$ cat src/rtl/sreg_pkg.sv
package sreg_pkg;
  localparam int NUM_REGS   = 8;
  localparam int NUM_WR     = NUM_REGS - 1;
  localparam int FIELD_W    = 7;
  localparam int BYTE_W     = 8;
  localparam int STAT_W     = 2;
  localparam int IDX_W      = $clog2(NUM_REGS);
  localparam int FRAME_BITS = 2 * BYTE_W;
  localparam int CNT_W      = $clog2(FRAME_BITS + 1);
  localparam int FLAT_W     = NUM_WR * FIELD_W;

  localparam logic [CNT_W-1:0] CNT_CMD_LAST = CNT_W'(BYTE_W - 1);
  localparam logic [CNT_W-1:0] CNT_DATA0    = CNT_W'(BYTE_W);
  localparam logic [CNT_W-1:0] CNT_LAST     = CNT_W'(FRAME_BITS - 1);
  localparam logic [CNT_W-1:0] CNT_FULL     = CNT_W'(FRAME_BITS);

  localparam logic [BYTE_W-1:0] WR_BASE   = 8'h60;
  localparam logic [BYTE_W-1:0] RD_BASE   = 8'h70;
  localparam logic [BYTE_W-1:0] STAT_CODE = 8'hDC;
  localparam logic [IDX_W-1:0]  STAT_IDX  = IDX_W'(NUM_REGS - 1);

  // registers that only take writes while the system reset is held low
  localparam logic [NUM_REGS-1:0] LOCK_MASK = 8'b0010_0001;

  typedef enum logic [1:0] {CMD_NONE, CMD_WR, CMD_RD} cmdKind_t;

  typedef struct packed {
    logic             frameIdle;
    logic             shiftIn;
    logic             wrStb;
    logic [IDX_W-1:0] wrIdx;
    logic             rdLoad;
    logic [IDX_W-1:0] rdIdx;
    logic             rdShift;
  } ctlStrobe_t;
endpackage

$ cat src/rtl/sreg_ctl.sv
module sreg_ctl
  import sreg_pkg::*;
(
  input  logic       clk,
  input  logic       initRstN,
  input  logic       sysRstN,
  input  logic       csN,
  input  logic       sclk,
  input  logic       sdi,
  output ctlStrobe_t strb
);
  logic             sclkQ;
  logic [CNT_W-1:0] bitCnt;
  logic [BYTE_W-2:0] cmdSh;
  cmdKind_t         kind;
  logic [IDX_W-1:0] idx;

  logic             sclkRise, sclkFall, inFrame;
  logic [BYTE_W-1:0] cmdNext;
  cmdKind_t         decKind;
  logic [IDX_W-1:0] decIdx;
  logic             dataPhase;

  assign sclkRise  = sclk & ~sclkQ;
  assign sclkFall  = ~sclk & sclkQ;
  assign inFrame   = ~csN;
  assign cmdNext   = {cmdSh, sdi};
  assign dataPhase = (bitCnt >= CNT_DATA0) && (bitCnt <= CNT_LAST);

  // command decode on the byte completed by the current bit
  always_comb begin
    decKind = CMD_NONE;
    decIdx  = '0;
    if (cmdNext == STAT_CODE) begin
      decKind = CMD_RD;
      decIdx  = STAT_IDX;
    end else if (!cmdNext[0] && (int'(cmdNext[IDX_W:1]) < NUM_WR)) begin
      if (cmdNext[BYTE_W-1:IDX_W+1] == WR_BASE[BYTE_W-1:IDX_W+1]) begin
        decKind = CMD_WR;
        decIdx  = cmdNext[IDX_W:1];
      end else if (cmdNext[BYTE_W-1:IDX_W+1] == RD_BASE[BYTE_W-1:IDX_W+1]) begin
        decKind = CMD_RD;
        decIdx  = cmdNext[IDX_W:1];
      end
    end
  end

  always_ff @(posedge clk or negedge initRstN) begin
    if (!initRstN) begin
      sclkQ  <= 1'b1;
      bitCnt <= '0;
      cmdSh  <= '0;
      kind   <= CMD_NONE;
      idx    <= '0;
    end else begin
      sclkQ <= sclk;
      if (csN) begin
        bitCnt <= '0;
        kind   <= CMD_NONE;
      end else if (sclkRise && bitCnt != CNT_FULL) begin
        bitCnt <= bitCnt + 1'b1;
        if (bitCnt < CNT_DATA0) cmdSh <= cmdNext[BYTE_W-2:0];
        if (bitCnt == CNT_CMD_LAST) begin
          kind <= decKind;
          idx  <= decIdx;
        end
      end
    end
  end

  always_comb begin
    strb.frameIdle = csN;
    strb.shiftIn   = inFrame && sclkRise && dataPhase;
    strb.wrStb     = inFrame && sclkRise && (bitCnt == CNT_LAST) && (kind == CMD_WR)
                     && (!LOCK_MASK[idx] || !sysRstN);
    strb.wrIdx     = idx;
    strb.rdLoad    = inFrame && sclkRise && (bitCnt == CNT_CMD_LAST) && (decKind == CMD_RD);
    strb.rdIdx     = decIdx;
    strb.rdShift   = inFrame && sclkFall && dataPhase && (kind == CMD_RD);
  end
endmodule

$ cat src/rtl/sreg_dp.sv
module sreg_dp
  import sreg_pkg::*;
(
  input  logic              clk,
  input  logic              initRstN,
  input  logic              sdi,
  input  logic [STAT_W-1:0] statIn,
  input  ctlStrobe_t        strb,
  output logic              sdo,
  output logic [FLAT_W-1:0] cfgFlat
);
  logic [FIELD_W-1:0] regFile [NUM_WR];
  logic [FIELD_W-1:0] dataSh;
  logic [BYTE_W-1:0]  rdSh;
  logic [FIELD_W-1:0] rdField;
  logic               sdoQ;

  for (genvar g = 0; g < NUM_WR; g++) begin : g_reg
    always_ff @(posedge clk or negedge initRstN) begin
      if (!initRstN) regFile[g] <= '0;
      else if (strb.wrStb && strb.wrIdx == IDX_W'(g)) regFile[g] <= dataSh;
    end
    assign cfgFlat[g*FIELD_W +: FIELD_W] = regFile[g];
  end

  always_comb begin
    rdField = {statIn, {(FIELD_W-STAT_W){1'b0}}};
    for (int k = 0; k < NUM_WR; k++)
      if (strb.rdIdx == IDX_W'(k)) rdField = regFile[k];
  end

  always_ff @(posedge clk or negedge initRstN) begin
    if (!initRstN) begin
      dataSh <= '0;
      rdSh   <= '0;
      sdoQ   <= 1'b0;
    end else begin
      if (strb.shiftIn) dataSh <= {dataSh[FIELD_W-2:0], sdi};
      if (strb.frameIdle) begin
        sdoQ <= 1'b0;
      end else if (strb.rdLoad) begin
        rdSh <= {rdField, 1'b0};
      end else if (strb.rdShift) begin
        sdoQ <= rdSh[BYTE_W-1];
        rdSh <= {rdSh[BYTE_W-2:0], 1'b0};
      end
    end
  end

  assign sdo = sdoQ;
endmodule

$ cat src/rtl/sreg_bank.sv
module sreg_bank
  import sreg_pkg::*;
(
  input  logic              clk,
  input  logic              initRstN,
  input  logic              sysRstN,
  input  logic              csN,
  input  logic              sclk,
  input  logic              sdi,
  input  logic              statReq,
  input  logic              statErr,
  output logic              sdo,
  output logic [FLAT_W-1:0] cfgFlat
);
  ctlStrobe_t ctlS;

  sreg_ctl u_ctl (
    .clk      (clk),
    .initRstN (initRstN),
    .sysRstN  (sysRstN),
    .csN      (csN),
    .sclk     (sclk),
    .sdi      (sdi),
    .strb     (ctlS)
  );

  sreg_dp u_dp (
    .clk      (clk),
    .initRstN (initRstN),
    .sdi      (sdi),
    .statIn   ({statReq, statErr}),
    .strb     (ctlS),
    .sdo      (sdo),
    .cfgFlat  (cfgFlat)
  );
endmodule

$ cat config.mk
export PLATFORM = sky130hd
export DESIGN_NAME = sreg_bank
export DESIGN_NICKNAME = d
export VERILOG_FILES = /design/src/rtl/sreg_pkg.sv /design/src/rtl/sreg_ctl.sv /design/src/rtl/sreg_dp.sv /design/src/rtl/sreg_bank.sv
export SDC_FILE = /design/constraint.sdc
export NUM_CORES = 1
export LEC_CHECK = 0
export ABC_CLOCK_PERIOD_IN_PS = 3500
export BUFFER_PORTS_ARGS = -buffer_cell sky130_fd_sc_hd__buf_2
export CAP_MARGIN = 10
export CORE_MARGIN = 2
export CORE_UTILIZATION = 55
export CTS_CLUSTER_DIAMETER = 30
export DETAILED_ROUTE_END_ITERATION = 8
export GPL_ROUTABILITY_DRIVEN = 0
export PLACE_DENSITY = 0.77
export SYNTH_ARGS = -nofsm -noshare
export SYNTH_HDL_FRONTEND = slang
export SYNTH_SLANG_ARGS = --single-unit
$ cat constraint.sdc
create_clock -name clk -period 3.5 [get_ports clk]
set_clock_uncertainty 0.1 [all_clocks]
set_input_delay 0.175 -clock clk [delete_from_list [all_inputs] [get_ports clk]]
set_output_delay 0.175 -clock clk [all_outputs]
set_load 0.01 [all_outputs]
# After elaboration in Yosys (flattened, before gate mapping)
# Memories as Yosys holds them, arrays and structs flattened.
# Cells that the tools add are included.
dict set report classes {
  mux 26
  n_eq_ne 22
  n_bitwise 5
  addsub 1
  reduce_logical 35
  n_lt_le_gt_ge 5
}
# cell n
set op_table {}
lappend op_table {{2-to-1 mux 7 bit} 7}
lappend op_table {{logical AND 1 bit} 20}
lappend op_table {{== test 3 bit (second input constant)} 6}
lappend op_table {{2-to-1 mux 8 bit} 2}
lappend op_table {{2-to-1 mux 2 bit} 7}
lappend op_table {{== test 3 x 2 -> 1 bit (second input constant)} 4}
lappend op_table {{2-to-1 mux 3 bit} 4}
lappend op_table {{2-to-1 mux 5 bit} 2}
lappend op_table {{== test 4 x 3 -> 1 bit (second input constant)} 2}
lappend op_table {{== test 8 bit (second input constant)} 1}
lappend op_table {{nonzero test 2 bit} 4}
lappend op_table {{== test 3 x 1 -> 1 bit (second input constant)} 2}
lappend op_table {{zero test 3 bit} 2}
lappend op_table {{AND reduction 2 bit} 3}
lappend op_table {{AND reduction 3 bit} 2}
lappend op_table {{adder 5 x 1 -> 5 bit (second input constant)} 1}
lappend op_table {{== test 5 x 3 -> 1 bit (second input constant)} 1}
lappend op_table {{== test 5 x 4 -> 1 bit (second input constant)} 1}
lappend op_table {{greater-or-equal comparator 5 x 4 -> 1 bit (second input constant)} 1}
lappend op_table {{less-or-equal comparator 5 x 4 -> 1 bit (second input constant)} 1}
lappend op_table {{less-than comparator 5 x 4 -> 1 bit (second input constant)} 1}
lappend op_table {{!= test 5 bit (second input constant)} 1}
lappend op_table {{== test 2 bit (second input constant)} 2}
lappend op_table {{less-than comparator 3 x 4 -> 1 bit (second input constant)} 1}
lappend op_table {{other kinds (8)} 16}
dict set report word_totals {
  word_cells 110
  romBits 8
  ff_bits 83
  mem_count 1
  output_inout_bits 50
}
# name words word_bits read_ports rd_ports_with_merged_regs write_ports line_no
set memory_table {}
lappend memory_table {{(no name shown)} 8 1 1 0 0 sreg_ctl.sv:75} ;# && (!LOCK_MASK[idx] || !sysRstN);

# Longest topological paths before layout
# Gate-level depths: netlist of run 1.
dict set report logic_depth {
  ltp_word 14
  depth_mapped 8
}

# Hierarchy
# Synthesis of run 1 repeated with hierarchy kept, for this count alone.
dict set report unflattened {
  hier_cells 338
  area_unflattened_um2 4050.1
}
# mod cells_per_inst seq_area_each_um2 area_each_um2 instances
set by_module_without_submodules {}
lappend by_module_without_submodules {sreg_dp 251 1601.5 3089.2 1}
lappend by_module_without_submodules {sreg_ctl 87 451.7 960.9 1}

# Worst setup path before layout of run 1
# OpenSTA, ideal clock, no wires.
dict set report synth_timing {
  path_type {register to register}
  start {register u_ctl.bitCnt[0]}
  end {register u_dp.regFile, in the netlist u_dp.cfgFlat[35]}
  t_arrival_ns 2.092
  setup_ns 0.125
  slack_ns 1.183
  path_stages_with_launch 9
  required_ns 3.275
  path_buffers 1
  path_cell_list {dfrtp_1 ha_1 and3_1 ha_1 nand4b_1 nor2_1 or4b_1 clkbuf_1 mux2_2}
}
dict set report synth_via {
  elab_chain_len 5
}
# item line_no
set synth_lines {}
lappend synth_lines {{start, declared} sreg_ctl.sv:13} ;# logic [CNT_W-1:0] bitCnt;
lappend synth_lines {{start signal, assigned} sreg_ctl.sv:61} ;# bitCnt <= bitCnt + 1'b1;
lappend synth_lines {{== test 5 x 4 -> 1 bit} sreg_ctl.sv:74} ;# strb.wrStb = inFrame && sclkRise && (bitCnt == CNT_LAST) && (kind == CMD_WR)
lappend synth_lines {{logical AND 1 bit (2 in a row)} sreg_ctl.sv:74}
lappend synth_lines {{logical AND 1 bit} sreg_ctl.sv:75}
lappend synth_lines {{logical AND 1 bit} sreg_dp.sv:21} ;# else if (strb.wrStb && strb.wrIdx == IDX_W'(g)) regFile[g] <= dataSh;
lappend synth_lines {{end signal, assigned by index} sreg_dp.sv:21}
lappend synth_lines {{end, declared} sreg_dp.sv:12} ;# logic [FIELD_W-1:0] regFile [NUM_WR];
# Every way passes these cells.
# A chain may end at the register's enable or synchronous reset.

# Worst setup path in the final report of run 1
dict set report layout_timing {
  start {register u_ctl.bitCnt[0]}
  end {register u_dp.regFile, in the netlist u_dp.cfgFlat[36]}
}
# Same word-level chain as after synthesis.

==> run_results.csv, run 1 <==
group,metric,value,unit
route,drt-initial-drc-count,323,
sta,hold_viol_final,0,
placement,number_of_buffers_inserted_by_port_buffering,57,
yosys,synth_enable_flop_cells,0,
sta,timing.final.crit_share,76.7,%
grt,grt_remaining_overflow,0,
clock_network,clkSinkCount,82,
route,drtAntennaViolNets,0,
power_and_ir_drop,vdd_ir_drop_max,0.291,mV
finish,multiInputGateArea,1930,sq um
clock_network,post-cts-setup-buffers,0,
grt,first_global_vias,3334,
grt,antenna_found_initial,0,
worst_setup_path,crit_start,"u_ctl.bitCnt[0]$_DFFE_PN0P_",
sta,max_freq,372,MHz
worst_setup_path,rrSetupSlack,0.82,ns
floorplanning,floorplan.rows,31,
grt,grt_first_pass_wirelength,17100,um
yosys,post_synthesis_average_cell_area,11.3,sq um
route,drtPass1Iterations,5,
power_and_ir_drop,total_switching_power,675,uW
yosys,ys.warnings.count,0,
power_and_ir_drop,cell_internal_pwr,1540,uW
finish,finish.cell_count_without_fillers,525,
route,post-route-drc-count,0,
worst_setup_path,path_depth,7,
clock_network,clock_tree.htree_level_count,3,
placement,dpl.hpwl,7170,um
worst_setup_path,worstPathMaxFanout,7,
clock_network,cts-resized-gates,0,
power_and_ir_drop,clock_power_share,34.3,%
route,post_drt_wl_per_cell,20.2,um
clock_network,cts_buffers,9,
worst_setup_path,cp.arrival,2.82,ns
worst_setup_path,slowest_delay,0.68,ns
yosys,syn_nets,373,
clock_network,cts.hold.buffers_added,2,
grt,groute.usage.overall,26.9,%
floorplanning,start_util,56.8,%
floorplanning,die_area,8150,sq um
sta,grt_setup_unrepaired,"false",
worst_setup_path,setup.worst_path.end,"u_dp.cfgFlat[36]$_DFFE_PN0P_",
finish,proportion_of_layout_cells_with_a_drive_suffix_above_1,34.3,%
yosys,synth.yosys.seq_area_share,50.1,%
sta,slew_headroom,29.3,%
worst_setup_path,ff2ff_path_depth,7,
yosys,synthesis.area,4100,sq um
sta,setup-tns-final,0,ns
yosys,netlist_instances,362,
clock_network,cts-root-to-sink-buffers,2,
sta,fin_hold_ws,0.0233,ns
worst_setup_path,cpMostUsedCell,"ha_1",
power_and_ir_drop,power_frac_comb,17.9,%
clock_network,tritoncts,"built",
sta,setup_viol,0,
worst_setup_path,timing.critical_path.buf_inv,0,
worst_setup_path,timing.critical_path.from_type,"flip-flop",
finish,final_area,4710,sq um
placement,placedCellCount,507,
finish,antenna_cells,0,
grt,grt_start_max_net_pins,83,
floorplanning,io_pins,58,
placement,area_of_placed_instances,4470,sq um
floorplanning,fp.dieH,90.3,um
finish,layout.nets,432,
sta,report.final.slew_viol_count,0,
clock_network,worst_setup_hold_path_clk_slew,0.08,ns
worst_setup_path,worst_ep_required,3.64,ns
finish,area_delta_synth_final,15.0,%
floorplanning,floorplan.die.width,90.3,um
run_status,result_of_the_run,"finished clean",
yosys,fraction_of_registers_with_async_set_or_reset_after_synthesis,100,%
power_and_ir_drop,netSwitchingFraction,30.5,%
worst_setup_path,timing.setup.critical_path_class,"flip-flop to flip-flop",
yosys,synth_top_flop_cell,"dfrtp_1",
route,vias_per_cell,6.14,
finish,seqCellArea,2050,sq um
sta,period_needed,2.68,ns
sta,slew_worst_pin,1.05,ns
power_and_ir_drop,leakage_power_figure,0.00233,uW
power_and_ir_drop,power_per_cell_area,470,nW/um^2
worst_setup_path,critical_path.top_delay_family,"simple AND/OR/NAND/NOR gates",
power_and_ir_drop,seqPwrFrac,47.7,%
clock_network,worst_skew_pair.late_latency,0.35,ns
worst_setup_path,crit_path_cell_trace,"ha_1 -> and3_1 -> ha_1 -> nand4b_1 -> nor2_1 -> or4b_1 -> mux2_2",
finish,num-fill-cells,618,
worst_setup_path,critPathCaptureType,"flip-flop",
yosys,postSynthRegisterBits,82,
route,total_wirelength,10600,um
clock_network,cts-root-buf,"clkbuf_8",
flow_run,timing.max_cap.violations,0,
worst_setup_path,timing.critical_path.slowest_stage_cell,"or4b_1",
route,routed-via-count,3222,
worst_hold_path,hp-class,"primary input to flip-flop",
floorplanning,coreArea,7210,sq um
worst_setup_path,crit-reg2reg-launch,"u_ctl.bitCnt[0]$_DFFE_PN0P_",
worst_setup_path,regToRegEndpoint,"u_dp.cfgFlat[36]$_DFFE_PN0P_",
yosys,ys_types,51,
worst_hold_path,worstHoldStart,"csN",
[power by group through the flow]
stage / Clock (uW) / Sequential (uW) / Combinational, uW
2_1_floorplan: 0 / 1050 / 271
3_3_place_gp: 0 / 1070 / 373
3_5_place_dp: 0 / 1080 / 386
4_1_cts: 765 / 1060 / 390
5_1_grt: 813 / 1070 / 430
6_report: 760 / 1060 / 397
[synth_stat cells, types with 8 or more instances]
master | count | share of area (%)
a21oi_1 | 19 | 2.3
clkbuf_1 | 12 | 1.1
dfrtp_1 | 81 | 49
inv_1 | 10 | 0.92
mux2_2 | 65 | 18
mux2i_1 | 9 | 2.2
nand2_1 | 20 | 1.8
nand3_1 | 8 | 0.98
nor2_1 | 19 | 1.7
nor2b_1 | 11 | 1.7
nor3_1 | 9 | 1.1
o21ai_0 | 13 | 1.6
[layout make-up]
class	instances	share of cell area, %
tap	99	2.63
timing repair buffer	64	7.33
inverter	10	0.797
clock inverter	6	1.91
multi-input combinational	254	41.0
sequential	82	43.6
clock buffer	10	2.71
[stage by stage]
step	total power [uW]	setup WS [ns]	utilization, %
2_1_floorplan	1330	1.18	-
3_3_place_gp	1440	0.938	62.0
3_5_place_dp	1460	0.863	62.0
4_1_cts	2210	0.851	65.3
5_1_grt	2310	0.690	65.3
6_report	2210	0.815	65.3
[worst register-to-register path, delay by kind of cell, from the launching register on]
kind / cells / cell delay, ns
mux: 1 / 0.35
fa+ha+maj: 2 / 0.42
simple gates: 4 / 1.27
flops: 1 / 0.44
[registers in the layout, indices dropped and copies added (netlist names)]
name          flops
u_ctl.bitCnt      5
u_ctl.sclkQ       1
u_dp.sdo          1
u_ctl.kind        2
u_ctl.idx         3
u_dp.dataSh       7
u_ctl.cmdSh       7
u_dp.cfgFlat     49
u_dp.rdSh         7
[metal layers]
metal / global-route usage [%] / up-vias / share of wire (%)
met5: 0 / - / 0
met4: 11.5 / 0 / 2.6
met3: 4.59 / 22 / 7.3
met2: 42.2 / 159 / 47
met1: 37.2 / 1592 / 43
li1: - / 1449 / -
[worst min-delay path by stage]
stage	slack, ns	cells after the start	endpoint
6_report	0.02	2	u_ctl.bitCnt[0]$_DFFE_PN0P_
3_3_place_gp	0.21	1	u_ctl.sclkQ$_DFF_PN1_
4_1_cts	0.02	2	u_ctl.bitCnt[0]$_DFFE_PN0P_
2_1_floorplan	-0.22	0	u_ctl.bitCnt[0]$_DFFE_PN0P_
5_1_grt	0.03	2	u_ctl.bitCnt[1]$_DFFE_PN0P_
3_5_place_dp	0.22	1	u_ctl.sclkQ$_DFF_PN1_
[cells in the final DEF (no fill, tap or decap), types with 6 or more instances in the layout]
cell type	count
dfrtp_1	81
nor2b_1	11
nand3_1	8
clkbuf_8	9
inv_1	10
buf_4	6
buf_2	56
nor2_1	19
o21ai_0	13
nand2b_1	7
mux2_2	65
a31oi_1	6
mux2i_1	9
nand2_1	20
nor3_1	9
a21oi_1	19
[cells by family (layout without fill, tap and decap cells)]
group / count (synthesis) / after routing / synth area share [%]
and+or+nand+nor: 101 / 101 / 13.6
DFF: 82 / 82 / 50.1
muxes: 74 / 74 / 20.1
AOI/OAI and AO/OA: 72 / 72 / 11.8
buffers and inverters: 26 / 90 / 2.66
xor gates and xnor gates: 4 / 4 / 0.856
adders and majority gates: 3 / 3 / 0.917
Power figures use the tool's default switching activity.
==> run 2, diff against run 1 <==
--- a/config.mk
+++ b/config.mk
@@ -5,7 +5,8 @@
 export SDC_FILE = /design/constraint.sdc
 export NUM_CORES = 1
 export LEC_CHECK = 0
-export ABC_CLOCK_PERIOD_IN_PS = 3500
+export ABC_AREA = 1
+export ABC_CLOCK_PERIOD_IN_PS = 2630
 export BUFFER_PORTS_ARGS = -buffer_cell sky130_fd_sc_hd__buf_2
 export CAP_MARGIN = 10
 export CORE_MARGIN = 2
==> constraint.sdc (replaced) <==
create_clock -name clk -period 2.63 [get_ports clk]
set_clock_uncertainty 0.1 [all_clocks]
set_input_delay 0.1315 -clock clk [delete_from_list [all_inputs] [get_ports clk]]
set_output_delay 0.1315 -clock clk [all_outputs]
set_load 0.01 [all_outputs]
==> run 2 against run 1 <==
Compared with the run above:
- cell count rose by 21%
- die area is 3.4% lower
- area after synthesis down 3.5%
- synthesized cell count is 30% higher
- combinational power is 51% lower
- global-route usage down 0.79 points
- largest cell class unchanged
==> run_results.csv, run 2 <==
group,metric,value,unit
run_status,result_of_the_run,"finished clean",
finish,area_delta_synth_final,15.2,%
worst_hold_path,hp-class,"primary input to flip-flop",
worst_setup_path,rrSetupSlack,0.19,ns
placement,placedCellCount,614,
clock_network,cts_buffers,9,
floorplanning,floorplan.rows,30,
yosys,synth.most_common_cell,"nand2_1",
sta,max_freq,410,MHz
worst_setup_path,critPathCaptureType,"flip-flop",
placement,dpl.hpwl,6900,um
floorplanning,die_area,7880,sq um
clock_network,clkSinkCount,82,
finish,layout.nets,544,
yosys,netlist.area_leader.share,51.3,%
sta,timing.final.crit_share,92.7,%
finish,finish.cell_count_without_fillers,634,
sta,period_needed,2.44,ns
worst_setup_path,worst_ep_required,2.80,ns
finish,num-fill-cells,577,
yosys,synth.area.mux_share,0,%
sta,slew_worst_pin,1.04,ns
yosys,synthAdderAreaFrac,0.950,%
finish,antenna_cells,0,
worst_setup_path,timing.critical_path.from_type,"flip-flop",
yosys,synthesis.area,3950,sq um
finish,final_cell_mix,"124 x nand2_1, 84 x o21ai_0, 81 x dfrtp_1, 56 x buf_2, 39 x inv_1",
clock_network,worst_setup_hold_path_clk_slew,0.09,ns
yosys,synthSimpleGateAreaFrac,26.7,%
yosys,synth_top_flop_cell,"dfrtp_1",
yosys,netlist_top_cells_area,"dfrtp_1 51%, nand2_1 12%, o21ai_0 11%, nand3_1 4.1%, inv_1 3.7%",
worst_setup_path,worstPathMaxFanout,14,
route,vias_per_cell,5.50,
route,total_wirelength,9780,um
sta,setup_viol,0,
floorplanning,start_util,57.5,%
yosys,synth_top_family_by_area,"simple AND/OR/NAND/NOR gates",
route,drtPass1Iterations,5,
yosys,ys_types,33,
grt,grt_remaining_overflow,0,
clock_network,worst_skew_pair.late_latency,0.36,ns
worst_setup_path,cp.arrival,2.61,ns
floorplanning,io_pins,58,
worst_setup_path,timing.setup.critical_path_class,"flip-flop to flip-flop",
clock_network,post-cts-setup-buffers,0,
worst_setup_path,cpMostUsedCell,"nand2_1",
flow_run,timing.max_cap.violations,0,
floorplanning,coreArea,6870,sq um
yosys,postSynthRegisterBits,82,
clock_network,tritoncts,"built",
placement,preCtsSetupSlack,0.187,ns
placement,number_of_buffers_inserted_by_port_buffering,57,
power_and_ir_drop,leakage_power_figure,0.00234,uW
route,post-route-drc-count,0,
floorplanning,floorplan.die.width,88.8,um
worst_setup_path,slowest_delay,0.39,ns
route,post_drt_wl_per_cell,15.4,um
yosys,synthDominantAreaCellType,"dfrtp_1",
worst_setup_path,timing.critical_path.slowest_stage_cell,"dfrtp_1",
finish,mostFrequentLayoutCell,"nand2_1",
yosys,synth_area_in_compound_gates,14.2,%
clock_network,clock_tree.htree_level_count,3,
worst_setup_path,critical_path.top_delay_family,"simple AND/OR/NAND/NOR gates",
grt,grt_start_max_net_pins,83,
clock_network,cts-root-buf,"clkbuf_8",
yosys,fraction_of_registers_with_async_set_or_reset_after_synthesis,100,%
yosys,synth.yosys.seq_area_share,52.0,%
yosys,ys.warnings.count,0,
grt,first_global_vias,3152,
sta,hold_viol_final,0,
power_and_ir_drop,power_per_cell_area,528,nW/um^2
worst_setup_path,crit_path_cell_trace,"ha_1 -> nand2_1 -> nor2_1 -> ha_1 -> inv_1 -> nor4_1 -> nand2_1 -> nor2_1 -> nand2_1 -> o21ai_0",
sta,report.final.slew_viol_count,0,
route,drt-initial-drc-count,257,
finish,largest_reg_flops,49,
grt,antenna_found_initial,0,
finish,proportion_of_layout_cells_with_a_drive_suffix_above_1,20.1,%
grt,grt_first_pass_wirelength,15500,um
floorplanning,fp.dieH,88.8,um
sta,slew_headroom,30.9,%
yosys,post_synthesis_average_cell_area,8.41,sq um
yosys,synth_enable_flop_cells,0,
yosys,yosys-top-cells-count,"124 x nand2_1, 84 x o21ai_0, 81 x dfrtp_1",
grt,groute.usage.overall,26.1,%
worst_setup_path,timing.critical_path.buf_inv,1,
route,drtAntennaViolNets,0,
sta,setup_slack,0.193,ns
yosys,netlist_instances,470,
clock_network,cts-root-to-sink-buffers,2,
yosys,syn_nets,481,
route,routed-via-count,3488,
power_and_ir_drop,vdd_ir_drop_max,0.341,mV
sta,fin_hold_ws,0.330,ns
yosys,yosys.area_share.xor_xnor,0,%
[run 2: cell type report]
class,count,area (sq um),area share (%)
clock inverters,7,58.8,1.29
well taps,96,120,2.64
multi-input cells,326,1660,36.4
clock buffers,9,124,2.72
flip-flops and latches,82,2050,45.1
repair buffers,63,343,7.53
inverters,51,196,4.32
[run 2: what timing repair did]
action                     CTS  global route
hold endpoints to repair    87             0
resized for setup            0             1
setup endpoints to repair    0             7
hold buffers                 4             0
[run 2: kinds of logic after synthesis]
family,count (synthesis)
AO/OA/AOI/OAI,106
flip-flops,82
AND/OR/NAND/NOR,217
buffers and inverters,62
adder cells (fa/ha/maj),3
[run 2: path summary, 6_finish.rpt]
check / from / endpoint / cells after the start
min in group asynchronous: initRstN / u_ctl.cmdSh[6]$_DFFE_PN0P_ / 2
worst min register to register: u_dp.cfgFlat[5]$_DFFE_PN0P_ / u_dp.cfgFlat[5]$_DFFE_PN0P_ / 2
worst max-delay path: u_ctl.bitCnt[0]$_DFFE_PN0P_ / u_dp.cfgFlat[19]$_DFFE_PN0P_ / 10
max in group asynchronous: initRstN / u_ctl.bitCnt[4]$_DFFE_PN0P_ / 2
worst max register to register: u_ctl.bitCnt[0]$_DFFE_PN0P_ / u_dp.cfgFlat[19]$_DFFE_PN0P_ / 10
worst min-delay path: sclk / u_ctl.sclkQ$_DFF_PN1_ / 2
[run 2: power breakdown]
part           total, uW  internal, uW  leakage, uW  switching, uW
sequential          1340          1300      0.00110           43.5
clock                866           361    0.0000929            505
combinational        193          50.5      0.00115            142
total               2400          1710      0.00234            691
[run 2: worst register-to-register path, stage by stage, from the launching register on]
cell and delay (ns):
dfrtp_1 0.39, ha_1 0.19, nand2_1 0.12, nor2_1 0.12, ha_1 0.15, inv_1 0.04
nor4_1 0.32, nand2_1 0.14, nor2_1 0.21, nand2_1 0.31, o21ai_0 0.28
[run 2: metrics by stage]
stage / total power (uW) / cell area [sq um] / setup TNS [ns] / util (%)
final: 2400 / 4550 / 0 / 66.2
after global routing: 2510 / 4550 / -0.0246 / 66.2
after CTS: 2410 / 4550 / 0 / 66.2
after detailed placement: 1560 / 4320 / 0 / 62.9
after global placement: 1550 / 4320 / 0 / 62.9
after floorplan: 1470 / 3950 / 0 / -
[run 2: per-layer routing]
| metal | up-vias | GRT usage, % | share of wire, % |
|---|---|---|---|
| met4 | 0 | 6.06 | 1.4 |
| li1 | 1674 | - | - |
| met1 | 1676 | 36.3 | 43 |
| met5 | - | 0 | 0 |
| met3 | 20 | 6.81 | 6.2 |
| met2 | 118 | 41.3 | 50 |
==> run 3, diff against run 2 <==
--- a/config.mk
+++ b/config.mk
@@ -6,7 +6,7 @@
 export NUM_CORES = 1
 export LEC_CHECK = 0
 export ABC_AREA = 1
-export ABC_CLOCK_PERIOD_IN_PS = 2630
+export ABC_CLOCK_PERIOD_IN_PS = 2400
 export BUFFER_PORTS_ARGS = -buffer_cell sky130_fd_sc_hd__buf_2
 export CAP_MARGIN = 10
 export CORE_MARGIN = 2
@@ -17,4 +17,5 @@
 export PLACE_DENSITY = 0.77
 export SYNTH_ARGS = -nofsm -noshare
 export SYNTH_HDL_FRONTEND = slang
+export SYNTH_HIERARCHICAL = 1
 export SYNTH_SLANG_ARGS = --single-unit
==> constraint.sdc (replaced) <==
create_clock -name clk -period 2.4 [get_ports clk]
set_clock_uncertainty 0.1 [all_clocks]
set_input_delay 0.12 -clock clk [delete_from_list [all_inputs] [get_ports clk]]
set_output_delay 0.12 -clock clk [all_outputs]
set_load 0.01 [all_outputs]
==> run 3 against run 2 <==
Compared with the run above:
- global-route usage decreased by 0.39 points
- critical endpoint is now u_dp/cfgFlat[18]$_DFFE_PN0P_
- cell count increased by 5.8%
- largest cell class unchanged
- die area decreased by 0.82%
- highest routed layer unchanged
- register-to-register slack got worse by 0.05 ns
- clock power increased by 27%
- first-iteration DRC count decreased by 8.6%
- critical path type unchanged
- worst setup slack got worse by 0.054 ns
- critical path depth increased by 3
- clock-buffer cell count increased by 1
==> run_results.csv, run 3 <==
group,metric,value,unit
run_status,result_of_the_run,"finished clean",
yosys,synth_top_flop_cell,"dfrtp_1",
worst_setup_path,cp.arrival,2.42,ns
sta,grt_setup_unrepaired,"false",
finish,num-fill-cells,616,
finish,multiInputGateArea,1700,sq um
worst_setup_path,crit_path_cell_trace,"ha_1 -> nand2_1 -> nor2_1 -> ha_1 -> inv_1 -> nor3_1 -> nand2_1 -> inv_1 -> inv_1 -> nor2_4 -> buf_4 -> nand2_4 -> o21ai_0",
grt,grt_first_pass_wirelength,15100,um
clock_network,cts-root-buf,"clkbuf_8",
grt,grt_start_max_net_pins,83,
grt,groute.usage.overall,25.7,%
floorplanning,coreArea,6830,sq um
finish,final_area,4700,sq um
sta,slew_worst_pin,0.477,ns
power_and_ir_drop,power_per_cell_area,577,nW/um^2
sta,report.final.slew_viol_count,0,
yosys,ys_types,28,
finish,layout.nets,581,
clock_network,clkSinkCount,82,
clock_network,cts-root-to-sink-buffers,2,
floorplanning,die_area,7810,sq um
finish,area_delta_synth_final,19.9,%
sta,hold_viol_final,0,
clock_network,cts_buffers,9,
yosys,synthesis.area,3920,sq um
power_and_ir_drop,leakage_power_figure,0.00252,uW
yosys,post_synthesis_average_cell_area,7.88,sq um
yosys,fraction_of_registers_with_async_set_or_reset_after_synthesis,100,%
clock_network,worst_setup_hold_path_clk_slew,0.08,ns
sta,timing.final.crit_share,94.2,%
floorplanning,fp.dieH,88.4,um
flow_run,timing.max_cap.violations,0,
clock_network,tritoncts,"built",
grt,first_global_vias,3147,
worst_setup_path,timing.critical_path.slowest_stage_cell,"dfrtp_1",
floorplanning,start_util,57.3,%
worst_setup_path,slowest_delay,0.40,ns
route,drtAntennaViolNets,0,
worst_setup_path,worstPathMaxFanout,14,
grt,grt_remaining_overflow,0,
clock_network,worst_skew_pair.late_latency,0.35,ns
sta,setup-tns-final,0,ns
yosys,ys.warnings.count,6,
yosys,syn_nets,508,
route,post_drt_wl_per_cell,14.3,um
yosys,synthDominantAreaCellType,"dfrtp_1",
yosys,netlist.area_leader.share,51.7,%
placement,dpl.hpwl,6660,um
floorplanning,floorplan.die.width,88.4,um
clock_network,clock_tree.htree_level_count,3,
yosys,synth.yosys.seq_area_share,52.4,%
finish,mostFrequentLayoutCell,"nand2_1",
yosys,synth_enable_flop_cells,0,
sta,slew_headroom,68.2,%
finish,seqCellArea,2050,sq um
worst_setup_path,timing.critical_path.from_type,"flip-flop",
route,drt-initial-drc-count,235,
worst_setup_path,critPathCaptureType,"flip-flop",
route,drtPass1Iterations,5,
power_and_ir_drop,vdd_ir_drop_max,0.352,mV
worst_setup_path,timing.critical_path.buf_inv,4,
yosys,postSynthRegisterBits,82,
worst_setup_path,crit-reg2reg-launch,"u_ctl/bitCnt[0]$_DFFE_PN0P_",
placement,area_of_placed_instances,4330,sq um
route,vias_per_cell,5.37,
yosys,synth.most_common_cell,"nand2_1",
sta,setup_viol,0,
placement,number_of_buffers_inserted_by_port_buffering,57,
yosys,netlist_top_cells_area,"dfrtp_1 52%, nand2_1 16%, o21ai_0 7.5%, nor2_1 4.7%, inv_1 4.1%",
finish,antenna_cells,0,
yosys,yosys-top-cells-count,"169 x nand2_1, 81 x dfrtp_1, 59 x o21ai_0",
power_and_ir_drop,power.total,2710,uW
yosys,netlist_instances,497,
route,post-route-drc-count,0,
sta,period_needed,2.26,ns
floorplanning,floorplan.rows,30,
route,total_wirelength,9610,um
worst_setup_path,worst_ep_required,2.56,ns
finish,proportion_of_layout_cells_with_a_drive_suffix_above_1,20.2,%
grt,antenna_found_initial,0,
sta,max_freq,442,MHz
worst_hold_path,hp-class,"primary input to async pin",
route,routed-via-count,3602,
worst_setup_path,timing.setup.critical_path_class,"flip-flop to flip-flop",
finish,largest_reg_flops,49,
floorplanning,io_pins,58,
worst_setup_path,critical_path.top_delay_family,"simple AND/OR/NAND/NOR gates",
worst_setup_path,cpMostUsedCell,"inv_1",
worst_setup_path,crit_start,"u_ctl/bitCnt[0]$_DFFE_PN0P_",
finish,final_cell_mix,"161 x nand2_1, 81 x dfrtp_1, 58 x o21ai_0, 56 x buf_2, 47 x nor2_1",
worst_setup_path,rrSetupSlack,0.14,ns
run 3: cell types whose count changed after synthesis, moves of 3 or more:
cell,previous run,this run
nor2_4,6,0
inv_2,9,3
nand4_1,13,7
nand2_4,3,0
a21oi_2,3,0
nand3_1,32,27
nor2_1,22,49
o21ai_0,84,59
o21ai_2,0,7
a21oi_1,9,16
o21bai_1,3,0
nand2_1,124,169
inv_1,39,43
nor2_8,3,0
run 3: area by class of cell:
type	instances	share of cell area, %
timing repair buffer	72	9.00
inverter	49	3.91
clock inverter	6	1.94
clock buffer	10	2.72
multi-input combinational	356	36.2
tap	96	2.56
sequential	82	43.7
run 3: repair_timing:
| item | CTS | global route |
|---|---|---|
| pin swaps | 0 | 3 |
| setup buffers | 0 | 4 |
| hold endpoints to repair | 85 | 0 |
| gates cloned | 0 | 1 |
| hold buffers | 4 | 0 |
| resized for setup | 1 | 19 |
| endpoints found under the setup margin | 7 | 55 |
run 3: metal layers:
layer	vias up	GRT usage, %	routed length (um)
li1	1748	-	-
met1	1715	35.9	4250
met2	121	39.6	4510
met3	18	5.41	699
met4	0	9.92	158
met5	-	0	0
run 3: per-stage QoR:
stage | instances | utilization [%] | hold slack (ns) | worst slack (ns)
2_1_floorplan | 497 | - | -0.276 | 0.271
3_3_place_gp | 646 | 63.4 | 0.0833 | 0.122
3_5_place_dp | 646 | 63.4 | 0.0835 | -0.0367
4_1_cts | 666 | 67.3 | 0.252 | -0.0378
5_1_grt | 671 | 68.8 | 0.280 | 0.0108
6_report | 671 | 68.8 | 0.231 | 0.139
run 3: worst register-to-register path: cells and delay by family, from the launching register on:
| kind | cells | cell delay, ns |
|---|---|---|
| AND/OR/NAND/NOR | 6 | 0.74 |
| buffers and inverters | 4 | 0.34 |
| AO/OA/AOI/OAI | 1 | 0.23 |
| adder cells (fa/ha/maj) | 2 | 0.37 |
| flip-flops | 1 | 0.40 |
run 3: cell families (layout without fill, tap and decap cells):
group | count (synthesis) | in the layout | synth area share [%]
AND/OR/NAND/NOR | 264 | 265 | 28.3
flip-flops | 82 | 82 | 52.4
buffers and inverters | 60 | 137 | 6.23
adder cells (fa/ha/maj) | 3 | 3 | 0.958
AO/OA/AOI/OAI | 88 | 88 | 12.1
run 3: power by group:
| group | leakage, uW | switching, uW | internal (uW) |
|---|---|---|---|
| registers | 0.00111 | 28.9 | 1420 |
| logic | 0.00131 | 118 | 50.7 |
| clock network | 0.0000987 | 507 | 588 |
| total | 0.00252 | 655 | 2050 |
run 3: path summary, 6_finish.rpt:
check / to / cells after the start
hold / removal: u_dp/cfgFlat[42]$_DFFE_PN0P_ / 3
min in group clk: u_ctl/sclkQ$_DFF_PN1_ / 2
max in group asynchronous: u_ctl/cmdSh[6]$_DFFE_PN0P_ / 3
setup / recovery: u_dp/cfgFlat[18]$_DFFE_PN0P_ / 13
hold reg to reg: u_dp/dataSh[6]$_DFFE_PN0P_ / 2
setup reg to reg: u_dp/cfgFlat[18]$_DFFE_PN0P_ / 13
